===== src/rtl/spi_dma_pkg.sv =====
package spi_dma_pkg;

  typedef enum logic {
    UNIT_BYTE = 1'b0,
    UNIT_WORD = 1'b1
  } unit_w_e;

  // Number of transmit units the buffer may hold in a given mode.
  function automatic int unsigned slot_limit(input logic fifo_on,
                                             input unit_w_e uw,
                                             input int unsigned fifo_bytes);
    if (!fifo_on) return 1;
    if (uw == UNIT_WORD) return fifo_bytes / 2;
    return fifo_bytes;
  endfunction

endpackage


===== src/rtl/spi_dma_tx_buf.sv =====
module spi_dma_tx_buf #(
  parameter int unsigned FIFO_BYTES = 8,
  localparam int unsigned LVL_W = $clog2(FIFO_BYTES + 1)
) (
  input  logic                  clk,
  input  logic                  rst_n,
  input  logic                  fifo_mode,
  input  spi_dma_pkg::unit_w_e  unit_w,
  input  logic                  wr,
  input  logic                  load,
  input  logic                  done,
  output logic [LVL_W-1:0]      level,
  output logic                  empty_flag,
  output logic                  empty_nxt,
  output logic                  overflow
);

  logic [LVL_W-1:0] limit;
  logic             has_room;
  logic             wr_accept;
  logic             wr_drop;
  logic             unit_take;
  logic [LVL_W-1:0] level_nxt;

  assign limit     = LVL_W'(spi_dma_pkg::slot_limit(fifo_mode, unit_w, FIFO_BYTES));
  assign has_room  = level < limit;
  assign wr_accept = wr & has_room;
  assign wr_drop   = wr & ~has_room;
  assign unit_take = load & (level != '0);
  assign level_nxt = level + LVL_W'(wr_accept) - LVL_W'(unit_take);

  // Room appearing wins over a completion in the same cycle.
  always_comb begin
    if (unit_take)  empty_nxt = 1'b1;
    else if (done)  empty_nxt = 1'b0;
    else            empty_nxt = empty_flag;
  end

  always_ff @(posedge clk or negedge rst_n) begin
    if (!rst_n) begin
      level      <= '0;
      empty_flag <= 1'b1;
      overflow   <= 1'b0;
    end else begin
      level      <= level_nxt;
      empty_flag <= empty_nxt;
      if (wr_drop) overflow <= 1'b1;
    end
  end

  a_r10_level_bounded: assert property (@(posedge clk) disable iff (!rst_n)
    level <= LVL_W'(FIFO_BYTES));

  a_r10_drop_holds_level: assert property (@(posedge clk) disable iff (!rst_n)
    (wr_drop && !unit_take) |=> (level == $past(level)) && overflow);

  a_r10_overflow_sticky: assert property (@(posedge clk) disable iff (!rst_n)
    overflow |=> overflow);

  a_r3_done_clears_empty: assert property (@(posedge clk) disable iff (!rst_n)
    (done && !unit_take) |=> !empty_flag);

  a_r11_take_sets_empty: assert property (@(posedge clk) disable iff (!rst_n)
    unit_take |=> empty_flag);

  a_r11_idle_load_ignored: assert property (@(posedge clk) disable iff (!rst_n)
    (load && level == '0 && !wr && !done) |=> (level == '0) && $stable(empty_flag));

endmodule


===== src/rtl/spi_dma_rx_flag.sv =====
module spi_dma_rx_flag (
  input  logic clk,
  input  logic rst_n,
  input  logic capture,
  input  logic done,
  output logic full_flag,
  output logic full_nxt
);

  // New data arriving wins over a completion in the same cycle.
  always_comb begin
    if (capture)    full_nxt = 1'b1;
    else if (done)  full_nxt = 1'b0;
    else            full_nxt = full_flag;
  end

  always_ff @(posedge clk or negedge rst_n) begin
    if (!rst_n) full_flag <= 1'b0;
    else        full_flag <= full_nxt;
  end

  a_r5_done_clears_full: assert property (@(posedge clk) disable iff (!rst_n)
    (done && !capture) |=> !full_flag);

  a_r5_capture_sets_full: assert property (@(posedge clk) disable iff (!rst_n)
    capture |=> full_flag);

  a_r6_idle_done_no_effect: assert property (@(posedge clk) disable iff (!rst_n)
    (!full_flag && !capture) |=> !full_flag);

endmodule


===== src/rtl/spi_dma_req_gen.sv =====
module spi_dma_req_gen (
  input  logic clk,
  input  logic rst_n,
  input  logic gate,
  input  logic flag_nxt,
  output logic req
);

  always_ff @(posedge clk or negedge rst_n) begin
    if (!rst_n) req <= 1'b0;
    else        req <= gate & flag_nxt;
  end

endmodule


===== src/rtl/spi_dma_handshake.sv =====
module spi_dma_handshake #(
  parameter int unsigned FIFO_BYTES = 8,
  localparam int unsigned LVL_W = $clog2(FIFO_BYTES + 1)
) (
  input  logic             clk,
  input  logic             rst_n,
  input  logic             spi_en,
  input  logic             tx_dma_en,
  input  logic             rx_dma_en,
  input  logic             fifo_mode,
  input  logic             word_mode,
  input  logic             tx_wr,
  input  logic             tx_load,
  input  logic             tx_done,
  input  logic             rx_capture,
  input  logic             rx_done,
  output logic             tx_req,
  output logic             rx_req,
  output logic             tx_empty,
  output logic             rx_full,
  output logic             tx_overflow,
  output logic [LVL_W-1:0] tx_level
);

  spi_dma_pkg::unit_w_e unit_w;
  logic tx_gate;
  logic rx_gate;
  logic tx_empty_nxt;
  logic rx_full_nxt;
  logic past_ok;

  assign unit_w  = spi_dma_pkg::unit_w_e'(word_mode);
  assign tx_gate = spi_en & tx_dma_en;
  assign rx_gate = spi_en & rx_dma_en;

  spi_dma_tx_buf #(.FIFO_BYTES(FIFO_BYTES)) u_tx_buf (
    .clk        (clk),
    .rst_n      (rst_n),
    .fifo_mode  (fifo_mode),
    .unit_w     (unit_w),
    .wr         (tx_wr),
    .load       (tx_load),
    .done       (tx_done),
    .level      (tx_level),
    .empty_flag (tx_empty),
    .empty_nxt  (tx_empty_nxt),
    .overflow   (tx_overflow)
  );

  spi_dma_rx_flag u_rx_flag (
    .clk       (clk),
    .rst_n     (rst_n),
    .capture   (rx_capture),
    .done      (rx_done),
    .full_flag (rx_full),
    .full_nxt  (rx_full_nxt)
  );

  spi_dma_req_gen u_tx_req (
    .clk      (clk),
    .rst_n    (rst_n),
    .gate     (tx_gate),
    .flag_nxt (tx_empty_nxt),
    .req      (tx_req)
  );

  spi_dma_req_gen u_rx_req (
    .clk      (clk),
    .rst_n    (rst_n),
    .gate     (rx_gate),
    .flag_nxt (rx_full_nxt),
    .req      (rx_req)
  );

  always_ff @(posedge clk or negedge rst_n) begin
    if (!rst_n) past_ok <= 1'b0;
    else        past_ok <= 1'b1;
  end

  a_r2_tx_req_gating: assert property (@(posedge clk) disable iff (!rst_n)
    past_ok |-> (tx_req == ($past(spi_en && tx_dma_en) && tx_empty)));

  a_r4_rx_req_gating: assert property (@(posedge clk) disable iff (!rst_n)
    past_ok |-> (rx_req == ($past(spi_en && rx_dma_en) && rx_full)));

  a_r3_tx_req_drops: assert property (@(posedge clk) disable iff (!rst_n)
    (tx_done && !tx_load) |=> !tx_req);

  a_r5_rx_req_drops: assert property (@(posedge clk) disable iff (!rst_n)
    (rx_done && !rx_capture) |=> !rx_req);

endmodule


===== config.mk =====
export PLATFORM = sky130hd
export DESIGN_NAME = spi_dma_handshake
export DESIGN_NICKNAME = d
export VERILOG_FILES = /design/src/rtl/spi_dma_pkg.sv /design/src/rtl/spi_dma_tx_buf.sv /design/src/rtl/spi_dma_rx_flag.sv /design/src/rtl/spi_dma_req_gen.sv /design/src/rtl/spi_dma_handshake.sv
export SDC_FILE = /design/constraint.sdc
export NUM_CORES = 1
export LEC_CHECK = 0
export BUFFER_PORTS_ARGS = -buffer_cell sky130_fd_sc_hd__buf_4
export CAP_MARGIN = 30
export CORE_AREA = 2 2 39 41
export CTS_CLUSTER_SIZE = 16
export DETAILED_ROUTE_END_ITERATION = 6
export DIE_AREA = 0 0 41 43
export GPL_ROUTABILITY_DRIVEN = 0
export PLACE_DENSITY = 0.64
export SYNTH_ARGS = -nofsm -noshare
export SYNTH_HDL_FRONTEND = slang
export SYNTH_HIERARCHICAL = 1
export SYNTH_SLANG_ARGS = --single-unit

===== constraint.sdc =====
create_clock -name clk -period 5.8 [get_ports clk]
set_clock_uncertainty 0.05 [all_clocks]
set_input_delay 0.29 -clock clk [delete_from_list [all_inputs] [get_ports clk]]
set_output_delay 0.29 -clock clk [all_outputs]
set_load 0.02 [all_outputs]

==> qor.yml <==
synth-xor-area-share_pct: 3.57
synth_area_um2: 490
fin_crit_ns: 2.29
synth_commonest_cells: "dfrtp_1 (8), ha_1 (7), inv_1 (7), a21o_1 (4), and2_1 (4)"
coreArea_um2: 1380
routed_via_density: 4.46
drc: 0
grt_pass1_wl_mm: 1.41
hpwl_um: 710
power-per-cell-area_nw_per_um2: 455
finalSetupViolCount: 0
start_util_pct: 35.4
synthCells: 43
clock_latency_ns: 0.25
design_area_um2: 697
cts_setup_buffers: 0
ys_seq_area_share_pct: 46.2
synthDistinctLibCells: 15
post_route_cells_drive_above_1_share_pct: 36.8
cts-root-buf: "clkbuf_4"
cts_resized: 0
rrSetupSlack_ns: 3.51
numClockSinks: 9
cp_common_cell: "ha_1"
rsz0062_at_grt: "no"
worstReg2RegStart: "u_tx_buf/level[3]$_DFF_PN0_"
clk_pin_slew_ns: 0.06
synth_area_leaders: "dfrtp_1 (41%), ha_1 (18%), a21o_1 (6.1%)"
yosys_register_bits: 9
grt_pass1_vias: 351
startpoint_type: "flip-flop"
fmax_mhz: 437
slowest_stage: "fa_1"
hold_class: "input pin to flip-flop"
dr.pass1.iters: 4
cellLeakagePower_nw: 0.375
synth_top_family_by_area: "adder cells"
synth_top_area_cell: "dfrtp_1"
yosysMostFrequentCell: "dfrtp_1"
rr_endpoint: "u_tx_buf/level[2]$_DFF_PN0_"
htreeDepth: 1
path_cells: "ha_1, a21oi_1, nand3_1, ha_1, inv_1, ha_1, fa_1, xor2_1"
tritoncts: "yes"
slew_violations: 0
wl_um: 856
grt_usage_pct: 11.9
synth_fa_ha_area_share_pct: 21.9
wl_per_cell_um: 10.2
peakVddDrop_uv: 213
worst-path-stages: 8
yosys.area_share.simple_pct: 9.95
clock_path_buffers: 2
diodes: 0
async_flop_share_pct: 100
ys_warn_count: 6
grt_overflow: 0
hold_viol: 0
r2r_cells: 8
path_class: "flip-flop to flip-flop"
setup_tns_ns: 0
place_area_um2: 661
fin_cells: 84
antenna_found_initial: 0
cp.required_ns: 5.89
nets: 89
worst_slew_pin_slew_ns: 0.275
synthMuxAreaShare_pct: 0
crit_path_end: "u_tx_buf/level[2]$_DFF_PN0_"
synth.avg_cell_area_um2: 11.4
cpLargestDelayFamily: "adder cells"
core.rowCount: 14
critPathArrivalTime_ns: 2.38
io_buffers: 20
synth_edf_count: 0
p_total_mw: 0.317
synth_top_area_share_pct: 40.8
fin_crit_sh_pct: 39.5
initialDrtViolationCount: 3
crit_path_start: "u_tx_buf/level[3]$_DFF_PN0_"
ios: 21
die_w_um: 41
die_height_um: 43
vias: 375
cap_violations: 0
post-place-cells: 79
critPathMaxStageDelay_ns: 0.41
grt_start_max_net_pins: 10
status: "complete, no violations"
slew_headroom_pct: 81.5
ant_nets: 0
syn_to_final_growth_pct: 42.1
crit_path_end_kind: "flip-flop"
synthesis.nets: 63
ys.flop_type: "dfrtp_1"
crit_fanout: 3
finalHoldWorstSlack_ns: 0.185
die-area_um2: 1760
cts-buffers-inserted: 3
cp_num_buf_inv: 1
synth_compound_area_share_pct: 13.0
cell type report:
| cell class | instances | area [µm²] |
|---|---|---|
| Clock buffer | 4 | 26.3 |
| Timing Repair Buffer | 21 | 160 |
| Inverter | 7 | 26.3 |
| Tap cell | 16 | 20.0 |
| Sequential cell | 9 | 226 |
| Fill cell | 132 | 687 |
| Multi-Input combinational cell | 27 | 238 |
routing by layer:
metal / GRT usage (%) / share of wire [%] / vias up
met5: 0 / 0 / -
met4: 8.00 / 0 / 0
met3: 1.57 / 3.7 / 0
met2: 16.6 / 52 / 7
met1: 16.4 / 44 / 177
li1: - / - / 191
logic make-up after synthesis:
family                     count (synthesis)
and+or+nand+nor                            9
xor gates and xnor gates                   2
DFF                                        9
adders and majority gates                  8
AOI/OAI and AO/OA                          8
buffers and inverters                      7
timing repair:
action                                  CTS  global route
endpoints found under the hold margin     9             0
hold buffers                              1             0
endpoints found under the setup margin    0             0
sequential cells by signal, indices dropped and copies added, names as in the netlist:
signal	count
u_tx_buf/level	4
u_rx_flag/full_flag	1
u_rx_req/req	1
u_tx_buf/empty_flag	1
u_tx_buf/overflow	1
u_tx_req/req	1
power by group:
group | total, mW | leakage, nW | switching, mW | internal (mW)
logic | 0.167 | 0.257 | 0.0875 | 0.0800
registers | 0.102 | 0.103 | 0.0183 | 0.0842
clock network | 0.0470 | 0.0150 | 0.0206 | 0.0264
how the worst min path moves through the flow:
stage               startpoint                             to  cells after the start
global placement         rst_n    u_tx_buf/level[1]$_DFF_PN0_                      1
floorplan                rst_n  u_rx_flag/full_flag$_DFF_PN0_                      0
finish              rx_capture  u_rx_flag/full_flag$_DFF_PN0_                      2
CTS                 rx_capture  u_rx_flag/full_flag$_DFF_PN0_                      2
global route        rx_capture  u_rx_flag/full_flag$_DFF_PN0_                      2
detailed placement       rst_n    u_tx_buf/level[1]$_DFF_PN0_                      1
placed cells by master (no fill, tap or decap):
master,instances
ha_1,7
clkbuf_1,1
dlygate4sd3_1,1
a21o_1,4
o311ai_2,1
nand3_1,1
clkbuf_4,3
or2b_1,1
dfrtp_1,8
and2_1,4
dfstp_2,1
inv_1,7
fa_1,1
nand2_1,2
xor2_1,2
nor2_1,1
a21boi_0,1
buf_4,20
a21oi_1,2
worst register-to-register path, cell delays in order, from the launching register on:
cell and delay [ns]:
dfrtp_1 0.40, ha_1 0.33, a21oi_1 0.18, nand3_1 0.11
ha_1 0.29, inv_1 0.04, ha_1 0.20, fa_1 0.41
xor2_1 0.17
through the flow:
stage               util (%)  setup WS, ns
finish                  50.4          3.51
global route            50.4          3.36
CTS                     50.4          3.49
detailed placement      47.7          3.27
global placement        47.7          3.33
floorplan                  -          3.53
Power figures use the tool's default switching activity.
